File: src/rtl/lsm_pkg.sv
package lsm_pkg;

  // bit 1: step down, bit 0: step applied before the word
  typedef enum logic [1:0] {
    LSM_UP_AFTER  = 2'b00,
    LSM_UP_BEFORE = 2'b01,
    LSM_DN_AFTER  = 2'b10,
    LSM_DN_BEFORE = 2'b11
  } lsm_mode_e;

  function automatic logic mode_is_down(input lsm_mode_e m);
    return m[1];
  endfunction

  function automatic logic mode_is_before(input lsm_mode_e m);
    return m[0];
  endfunction

endpackage

File: src/rtl/lsm_popcount.sv
module lsm_popcount #(
  parameter int NREG  = 16,
  parameter int CNT_W = $clog2(NREG + 1)
) (
  input  logic [NREG-1:0]  mask_i,
  output logic [CNT_W-1:0] count_o
);

  logic [CNT_W-1:0] partial [0:NREG];

  assign partial[0] = '0;

  genvar g;
  generate
    for (g = 0; g < NREG; g++) begin : g_sum
      assign partial[g+1] = partial[g] + CNT_W'(mask_i[g]);
    end
  endgenerate

  assign count_o = partial[NREG];

endmodule

File: src/rtl/lsm_lowest.sv
module lsm_lowest #(
  parameter int NREG  = 16,
  parameter int IDX_W = $clog2(NREG)
) (
  input  logic [NREG-1:0]  mask_i,
  output logic             any_o,
  output logic [IDX_W-1:0] idx_o,
  output logic [NREG-1:0]  onehot_o
);

  // isolate lowest set bit by two's complement
  assign onehot_o = mask_i & (~mask_i + NREG'(1));
  assign any_o    = |mask_i;

  always_comb begin
    idx_o = '0;
    for (int i = 0; i < NREG; i++) begin
      if (onehot_o[i]) idx_o = IDX_W'(i);
    end
  end

endmodule

File: src/rtl/lsm_addr_gen.sv
module lsm_addr_gen
  import lsm_pkg::*;
#(
  parameter int ADDR_W     = 32,
  parameter int NREG       = 16,
  parameter int WORD_BYTES = 4,
  parameter int CNT_W      = $clog2(NREG + 1)
) (
  input  logic [ADDR_W-1:0] base_i,
  input  logic [CNT_W-1:0]  count_i,
  input  lsm_mode_e         mode_i,
  output logic [ADDR_W-1:0] first_addr_o,
  output logic [ADDR_W-1:0] final_base_o
);

  localparam int STEP_SH                = $clog2(WORD_BYTES);
  localparam logic [ADDR_W-1:0] STEP_V  = ADDR_W'(WORD_BYTES);

  function automatic logic [ADDR_W-1:0] align(input logic [ADDR_W-1:0] a);
    return {a[ADDR_W-1:STEP_SH], {STEP_SH{1'b0}}};
  endfunction

  function automatic logic [ADDR_W-1:0] span(input logic [CNT_W-1:0] n);
    return ADDR_W'(n) << STEP_SH;
  endfunction

  function automatic logic [ADDR_W-1:0] first_of(input logic [ADDR_W-1:0] b,
                                                  input logic [CNT_W-1:0] n,
                                                  input lsm_mode_e m);
    logic [ADDR_W-1:0] lo;
    if (!mode_is_down(m)) lo = b;
    else                  lo = b - span(n);
    // up-before and down-after both shift the window one word up
    if (mode_is_down(m) != mode_is_before(m)) lo = lo + STEP_V;
    return lo;
  endfunction

  function automatic logic [ADDR_W-1:0] final_of(input logic [ADDR_W-1:0] b,
                                                  input logic [CNT_W-1:0] n,
                                                  input lsm_mode_e m);
    return mode_is_down(m) ? (b - span(n)) : (b + span(n));
  endfunction

  logic [ADDR_W-1:0] base_al;

  assign base_al      = align(base_i);
  assign first_addr_o = first_of(base_al, count_i, mode_i);
  assign final_base_o = final_of(base_al, count_i, mode_i);

endmodule

File: src/rtl/lsm_seq.sv
module lsm_seq
  import lsm_pkg::*;
#(
  parameter int ADDR_W     = 32,
  parameter int NREG       = 16,
  parameter int WORD_BYTES = 4,
  localparam int IDX_W     = $clog2(NREG),
  localparam int CNT_W     = $clog2(NREG + 1)
) (
  input  logic              clk,
  input  logic              rst_n,
  input  logic              start_i,
  input  logic [1:0]        mode_i,
  input  logic              load_i,
  input  logic              wback_i,
  input  logic [ADDR_W-1:0] base_i,
  input  logic [NREG-1:0]   reglist_i,
  output logic              busy_o,
  output logic              xfer_valid_o,
  output logic [IDX_W-1:0]  xfer_idx_o,
  output logic [ADDR_W-1:0] xfer_addr_o,
  output logic              xfer_load_o,
  output logic              done_o,
  output logic              wb_en_o,
  output logic [ADDR_W-1:0] wb_base_o,
  output logic              pc_in_list_o
);

  localparam logic [ADDR_W-1:0] STEP_V = ADDR_W'(WORD_BYTES);
  localparam int PC_IDX                = NREG - 1;

  // ---- named internal events ----
  logic              accept;
  logic              beat;
  logic              finish;
  logic [CNT_W-1:0]  req_count;
  logic [ADDR_W-1:0] req_first;
  logic [ADDR_W-1:0] req_final;
  logic              pend_any;
  logic [IDX_W-1:0]  pend_idx;
  logic [NREG-1:0]   pend_lsb;

  // ---- state ----
  logic              busy_q;
  logic [NREG-1:0]   pend_q;
  logic [ADDR_W-1:0] addr_q;
  logic              load_q;
  logic              wb_req_q;
  logic [ADDR_W-1:0] wb_val_q;
  logic              pc_q;
  logic [CNT_W-1:0]  cnt_q;
  logic [CNT_W-1:0]  beats_q;

  lsm_popcount #(.NREG(NREG), .CNT_W(CNT_W)) u_count (
    .mask_i  (reglist_i),
    .count_o (req_count)
  );

  lsm_addr_gen #(
    .ADDR_W(ADDR_W), .NREG(NREG), .WORD_BYTES(WORD_BYTES), .CNT_W(CNT_W)
  ) u_addr (
    .base_i       (base_i),
    .count_i      (req_count),
    .mode_i       (lsm_mode_e'(mode_i)),
    .first_addr_o (req_first),
    .final_base_o (req_final)
  );

  lsm_lowest #(.NREG(NREG), .IDX_W(IDX_W)) u_pick (
    .mask_i   (pend_q),
    .any_o    (pend_any),
    .idx_o    (pend_idx),
    .onehot_o (pend_lsb)
  );

  assign accept = start_i & ~busy_q;
  assign beat   = busy_q & pend_any;
  assign finish = busy_q & ~pend_any;

  always_ff @(posedge clk or negedge rst_n) begin
    if (!rst_n) begin
      busy_q   <= 1'b0;
      pend_q   <= '0;
      addr_q   <= '0;
      load_q   <= 1'b0;
      wb_req_q <= 1'b0;
      wb_val_q <= '0;
      pc_q     <= 1'b0;
      cnt_q    <= '0;
      beats_q  <= '0;
    end else if (accept) begin
      busy_q   <= 1'b1;
      pend_q   <= reglist_i;
      addr_q   <= req_first;
      load_q   <= load_i;
      wb_req_q <= wback_i & (|reglist_i);
      wb_val_q <= req_final;
      pc_q     <= load_i & reglist_i[PC_IDX];
      cnt_q    <= req_count;
      beats_q  <= '0;
    end else if (beat) begin
      pend_q   <= pend_q & ~pend_lsb;
      addr_q   <= addr_q + STEP_V;
      beats_q  <= beats_q + CNT_W'(1);
    end else if (finish) begin
      busy_q   <= 1'b0;
    end
  end

  assign busy_o       = busy_q;
  assign xfer_valid_o = beat;
  assign xfer_idx_o   = pend_idx;
  assign xfer_addr_o  = addr_q;
  assign xfer_load_o  = load_q;
  assign done_o       = finish;
  assign wb_en_o      = finish & wb_req_q;
  assign wb_base_o    = wb_val_q;
  assign pc_in_list_o = finish & pc_q;

  // ---- assertions ----
  AST_IDLE_QUIET: assert property (@(posedge clk) disable iff (!rst_n)
    !busy_o |-> (!xfer_valid_o && !done_o));

  AST_BUSY_AFTER_ACCEPT: assert property (@(posedge clk) disable iff (!rst_n)
    (start_i && !busy_o) |=> busy_o);

  AST_IDX_ASCEND: assert property (@(posedge clk) disable iff (!rst_n)
    (xfer_valid_o && $past(xfer_valid_o)) |-> (xfer_idx_o > $past(xfer_idx_o)));

  AST_ADDR_STEP: assert property (@(posedge clk) disable iff (!rst_n)
    (xfer_valid_o && $past(xfer_valid_o)) |-> (xfer_addr_o == $past(xfer_addr_o) + STEP_V));

  AST_ADDR_ALIGNED: assert property (@(posedge clk) disable iff (!rst_n)
    xfer_valid_o |-> (xfer_addr_o[1:0] == 2'b00));

  AST_DONE_PULSE: assert property (@(posedge clk) disable iff (!rst_n)
    done_o |=> (!done_o && !busy_o));

  AST_BEAT_COUNT: assert property (@(posedge clk) disable iff (!rst_n)
    done_o |-> (beats_q == cnt_q));

  AST_WB_WITH_DONE: assert property (@(posedge clk) disable iff (!rst_n)
    wb_en_o |-> done_o);

  AST_PC_WITH_DONE: assert property (@(posedge clk) disable iff (!rst_n)
    pc_in_list_o |-> (done_o && xfer_load_o));

endmodule

File: config.mk
export PLATFORM = sky130hd
export DESIGN_NAME = lsm_seq
export DESIGN_NICKNAME = d
export VERILOG_FILES = /design/src/rtl/lsm_pkg.sv /design/src/rtl/lsm_popcount.sv /design/src/rtl/lsm_lowest.sv /design/src/rtl/lsm_addr_gen.sv /design/src/rtl/lsm_seq.sv
export SDC_FILE = /design/constraint.sdc
export NUM_CORES = 1
export LEC_CHECK = 0
export ABC_AREA = 1
export CELL_PAD_IN_SITES_DETAIL_PLACEMENT = 0
export CELL_PAD_IN_SITES_GLOBAL_PLACEMENT = 1
export CORE_MARGIN = 10
export CORE_UTILIZATION = 40
export CTS_BUF_LIST = sky130_fd_sc_hd__clkbuf_8 sky130_fd_sc_hd__clkbuf_16
export CTS_CLUSTER_SIZE = 30
export DETAILED_ROUTE_END_ITERATION = 8
export GPL_ROUTABILITY_DRIVEN = 0
export PLACE_DENSITY_LB_ADDON = 0.1
export SYNTH_ARGS = -nofsm -noshare
export SYNTH_HDL_FRONTEND = slang
export SYNTH_SLANG_ARGS = --single-unit
File: constraint.sdc
create_clock -name clk -period 6.11 [get_ports clk]
set_input_delay 1.833 -clock clk [delete_from_list [all_inputs] [get_ports clk]]
set_output_delay 1.833 -clock clk [all_outputs]
set_load 0.01 [all_outputs]
==> impl_metrics.toml, run 1 <==
[status]
status = "complete, but fails checks"
violations = "negative setup slack"

[finish]
drive_gt1_share_pct = 32.9
utilization_pct = 63.9
final_cell_mix = "nand2_1 (259), buf_4 (161), inv_1 (141)"
mostFrequentLayoutCell = "nand2_1"
fin_nets = 1636
antennaDiodeCount = 0
area_growth_pct = 56.3
fin_area_sq_um = 12500
fillers = 1818

[route]
met2_length_um = 14300
post_drt_wl_per_cell_um = 16.2
wl_met3_um = 1110
routed.top_layer = "met4"
drc = 0
via_per_inst = 5.13
num_vias = 9339
wl_met1_um = 13600
drt_wl_total_um = 29500
detail-route-antenna-nets = 0
drt-pass1-iter-count = 5
drt_iter0_markers = 398

[hold_path]
min_to = "wb_base_o[4]"
min_from = "wb_base_o[4]"
hp-class = "flip-flop to flip-flop"
holdPathStages = 2

[worst_setup_path]
crit_top_cell = "fa_1"
crit_type = "input port to flip-flop"
endpoint_kind = "flip-flop"
start_kind = "input port"
max_stage_delay_ns = 0.61
cp_slowest_cell = "fa_2"
r2r_slack_ns = 3.09
crit_arrival_ns = 7.11
required_ns = 6.34
r2r_cells = 19
critPathMaxFanout = 7
r2r_end = "xfer_addr_o[24]"
r2r-start = "pend_q[2]"

[run]
cap_violations = 0

[timing]
fin_crit_ns = 6.88
grt_setup_unrepaired = "yes"
hold_viol_final = 0
timing.hold.ws_ns = 0.481
tightest_slew_ns = 1.25
skew_ns = 0.00862
max_freq_ghz = 0.145
slew_headroom_pct = 16.3
drv_slew = 0
setup_slack_ns = -0.774
fin_setup_tns_ns = -29.52
setup_viol = 53
finalCritPeriodShare_pct = 113

[die]
dieArea_sq_um = 26000
coreArea_sq_um = 19500
die_w_um = 161
fp-row-count = 51
start_util_pct = 40.9
pin_count = 129
fp.dieH_um = 161

[grt]
grt-ovfl-total = 0
grt_pass1_vias = 9031
track_usage_pct = 21.9
antenna_found_initial = 0
grt_max_degree = 74
grt_pass1_wl_um = 46800

[placed_design]
dp_hpwl_um = 21700
place_area_sq_um = 10700
io_buffers = 122

[yosys]
synth-seq-cells = 80
synth_edf_count = 0
yosysSeqAreaShare_pct = 25.1
netlist_instances = 1255
syn-cell-area_sq_um = 7990
synthFlopType = "dfrtp_1"
synth_area_leaders = "dfrtp_1 (25%), nand2_1 (15%), nand3_1 (7.7%), inv_1 (7.2%), nor2_1 (7.2%)"
syn_avg_cell_area_sq_um = 6.36
synthDistinctLibCells = 60
async_flop_share_pct = 100
yosysWarnings = 0
yosys.area.top_type_share_pct = 25.1
synth_largest_area_cell = "dfrtp_1"

[power]
ir_drop_uv = 401
powerDensity_nw_per_um2 = 425
p_leak_nw = 5.52
power_mw = 5.30

[clock_tree]
cts_htree_levels = 3
cts_tree = "done"
cts-buffers-inserted = 9
root_buffer = "clkbuf_16"
clockBufferDepth = 2
cts.sinks = 80
clk_pin_slew_ns = 0.07
holdBufCountCts = 0
clock_latency_ns = 0.35
## cell type report
class | count | area (sq um) | share of cell area, %
inverter | 168 | 652 | 5.22
clock inverter | 7 | 88.8 | 0.712
multi-input combinational | 964 | 6280 | 50.3
timing repair buffer | 327 | 2900 | 23.3
sequential | 80 | 2000 | 16.0
clock buffer | 9 | 225 | 1.80
tap | 265 | 332 | 2.66
## logic make-up after synthesis
logic type               share of synthesized area [%]
buffers and inverters                             10.9
flip-flops                                        25.1
AO/OA/AOI/OAI                                     15.2
other                                           0.0470
adder cells (fa/ha/maj)                           5.99
XOR/XNOR                                          2.74
AND/OR/NAND/NOR                                   40.1
## repair_timing
action | 4_1_cts | 5_1_grt
pin swaps | 85 | 97
endpoints found under the setup margin | 57 | 56
buffers inserted | 55 | 39
resized for setup | 166 | 128
## report_power, final
part	switching [mW]	internal [mW]
combinational	1.89	1.75
sequential	0.268	0.788
clock	0.244	0.356
## per-stage QoR
stage	worst slack, ns	cells
6_report	-0.774	1820
5_1_grt	-1.01	1820
4_1_cts	-0.890	1802
3_5_place_dp	-1.74	1737
3_3_place_gp	-1.60	1737
2_1_floorplan	-0.513	1258
## critical path: cells and delay by family
family / cells / cell delay [ns]
buffers and inverters: 5 / 0.48
AO/OA/AOI/OAI: 2 / 0.22
AND/OR/NAND/NOR: 13 / 1.32
adder cells (fa/ha/maj): 7 / 3.26
## Yosys cell counts, types with 7 or more instances
| cell type | number |
|---|---|
| nand4_1 | 30 |
| o21ai_1 | 20 |
| a31oi_1 | 22 |
| buf_1 | 7 |
| nor2_2 | 20 |
| o211ai_1 | 17 |
| buf_2 | 11 |
| clkbuf_1 | 19 |
| a21oi_1 | 35 |
| inv_1 | 154 |
| dfrtp_1 | 80 |
| nand2_2 | 10 |
| nor2_4 | 8 |
| ha_1 | 19 |
| xor2_1 | 19 |
| o21ai_0 | 54 |
| fa_1 | 12 |
| inv_2 | 12 |
| nand2_1 | 317 |
| nand3_1 | 123 |
| nor3_1 | 24 |
| nor2_1 | 154 |
## flip-flops by register name (all words and copies together) (netlist names)
name         count
pc_q             1
xfer_addr_o     30
xfer_load_o      1
wb_base_o       30
busy_o           1
wb_req_q         1
pend_q          16
## routing by layer
layer	up-vias	track usage, %
li1	4708	-
met1	4420	29.6
met2	187	36.4
met3	24	2.67
met4	0	5.13
met5	-	0
## how the worst max path moves through the flow
stage	end	from	cells past startpoint	slack, ns
6_report	xfer_addr_o[23]	reglist_i[7]	27	-0.77
2_1_floorplan	xfer_addr_o[30]	reglist_i[7]	21	-0.51
3_3_place_gp	xfer_addr_o[24]	reglist_i[7]	26	-1.60
4_1_cts	xfer_addr_o[26]	reglist_i[7]	31	-0.89
5_1_grt	xfer_addr_o[21]	reglist_i[7]	28	-1.01
3_5_place_dp	xfer_addr_o[24]	reglist_i[7]	27	-1.74
Power figures use the tool's default switching activity.
==> run 2: changes to the inputs <==
--- a/config.mk
+++ b/config.mk
@@ -10,7 +10,6 @@
 export CELL_PAD_IN_SITES_GLOBAL_PLACEMENT = 1
 export CORE_MARGIN = 10
 export CORE_UTILIZATION = 40
-export CTS_BUF_LIST = sky130_fd_sc_hd__clkbuf_8 sky130_fd_sc_hd__clkbuf_16
 export CTS_CLUSTER_SIZE = 30
 export DETAILED_ROUTE_END_ITERATION = 8
 export GPL_ROUTABILITY_DRIVEN = 0
==> run 2 against run 1 <==
Net effect:
- the run still ends with negative setup slack left
- sequential power about the same
- flip-flop and latch count unchanged
- clock-buffer cell count up 2
- sequential share of layout area unchanged
- utilization unchanged
- largest cell class unchanged
==> impl_metrics.toml, run 2 (synthesis results as in run 1) <==
[status]
status = "complete, but fails checks"
violations = "negative setup slack"

[worst_setup_path]
critPathLaunch = "reglist_i[7]"
cp_slowest_cell = "fa_2"
critPathBufInv = 5
required_ns = 6.34
crit_type = "input port to flip-flop"
start_kind = "input port"
crit_arrival_ns = 7.12
endpoint_kind = "flip-flop"
cp_top_family = "adder cells"
max_stage_delay_ns = 0.61
r2r-start = "pend_q[2]"
crit_top_cell = "fa_1"
critPathMaxFanout = 7

[finish]
utilization_pct = 63.9
layout.cells.non_filler = 1820
fin_nets = 1636
fin_area_sq_um = 12500
mostFrequentLayoutCell = "nand2_1"
area_growth_pct = 56.3
drive_gt1_share_pct = 32.9
final_cell_mix = "nand2_1 (259), buf_4 (161), inv_1 (139)"
antennaDiodeCount = 0

[route]
drc = 0
drt-pass1-iter-count = 5
via_per_inst = 5.13
num_vias = 9345
drt_iter0_markers = 398
post_drt_wl_per_cell_um = 16.2
detail-route-antenna-nets = 0
drt_wl_total_um = 29500

[clock_tree]
cts_tree = "done"
cts-buffers-inserted = 9
clk_pin_slew_ns = 0.07
cts_htree_levels = 3
root_buffer = "clkbuf_16"
clock_latency_ns = 0.35
cts.sinks = 80
clockBufferDepth = 2

[grt]
grt_max_degree = 74
antenna_found_initial = 0
track_usage_pct = 21.9
grt-ovfl-total = 0
grt_pass1_vias = 9031
grt_pass1_wl_um = 46800

[timing]
timing.hold.ws_ns = 0.481
setup_viol = 53
max_freq_ghz = 0.145
slew_headroom_pct = 16.3
finalCritPeriodShare_pct = 113
setup_slack_ns = -0.776
grt_setup_unrepaired = "yes"
drv_slew = 0
skew_ns = 0.00891
tightest_slew_ns = 1.26
fin_crit_ns = 6.89
hold_viol_final = 0

[power]
ir_drop_uv = 401
powerDensity_nw_per_um2 = 426
p_leak_nw = 5.51
power_mw = 5.31

[run]
cap_violations = 0

[die]
coreArea_sq_um = 19500
dieArea_sq_um = 26000
start_util_pct = 40.9
pin_count = 129
fp-row-count = 51
fp.dieH_um = 161
die_w_um = 161

[placed_design]
dp_hpwl_um = 21700
io_buffers = 122
place_area_sq_um = 10700
dp.cells = 1737

[hold_path]
min_from = "wb_base_o[4]"
hp-class = "flip-flop to flip-flop"
==> run 2: changes by cell type in the layout (fill, tap and decap cells not counted), sizes merged <==
| cell | previous run | this run |
|---|---|---|
| clkbuf | 10 | 12 |
| inv | 169 | 167 |
==> run 2: cell type report <==
cell class	count	area, sq um
repair buffers	327	2900
multi-input cells	964	6280
clock inverters	5	81.3
inverters	168	652
clock buffers	11	233
flip-flops and latches	80	2000
fillers	1818	7040
well taps	265	332
==> run 2: what timing repair did <==
action	4_1_cts	5_1_grt
gates cloned	0	0
pin swaps	85	97
endpoints found under the setup margin	57	56
gates resized for setup	166	128
setup buffers	55	39
hold buffers	0	0
==> run 2: power by group <==
part	internal, mW	switching [mW]	leakage (nW)	total, mW
clock network	0.359	0.245	0.150	0.604
logic	1.75	1.90	4.41	3.65
registers	0.788	0.269	0.957	1.06
total	2.90	2.41	5.51	5.31
==> run 2: per-stage QoR <==
step                      worst slack (ns)  TNS, ns
after CTS                           -0.890   -35.58
after floorplan                     -0.513   -13.88
after global placement               -1.60   -68.88
after detailed placement             -1.74   -74.54
final                               -0.776   -29.52
after global routing                 -1.01   -40.34
==> run 2: tightest hold or removal path, cell delays in order, from the launching register on <==
cell,delay [ns]
dfrtp_1,0.34
nand2_1,0.05
nand2_1,0.05
==> run 2: final timing paths <==
check	slack, ns	end	depth (start not counted)
setup reg to reg	3.09	xfer_addr_o[24]	19
setup / recovery	-0.78	xfer_addr_o[23]	27
min in group asynchronous	1.45	wb_base_o[2]	1
hold / removal	0.48	wb_base_o[4]	2
hold reg to reg	0.48	wb_base_o[4]	2
max in group asynchronous	3.65	xfer_addr_o[13]	2
==> run 2: routing by layer <==
metal | wire length (um) | global-route usage, %
met1 | 13800 | 29.6
met2 | 14300 | 36.4
met3 | 1020 | 2.67
met4 | 417 | 5.13
met5 | 0 | 0
==> run 3: changes to the inputs <==
--- a/config.mk
+++ b/config.mk
@@ -12,7 +12,6 @@
 export CORE_UTILIZATION = 40
 export CTS_CLUSTER_SIZE = 30
 export DETAILED_ROUTE_END_ITERATION = 8
-export GPL_ROUTABILITY_DRIVEN = 0
 export PLACE_DENSITY_LB_ADDON = 0.1
 export SYNTH_ARGS = -nofsm -noshare
 export SYNTH_HDL_FRONTEND = slang
==> results of run 3 <==
Final layout, timing and power as in run 2 (identical DEF).
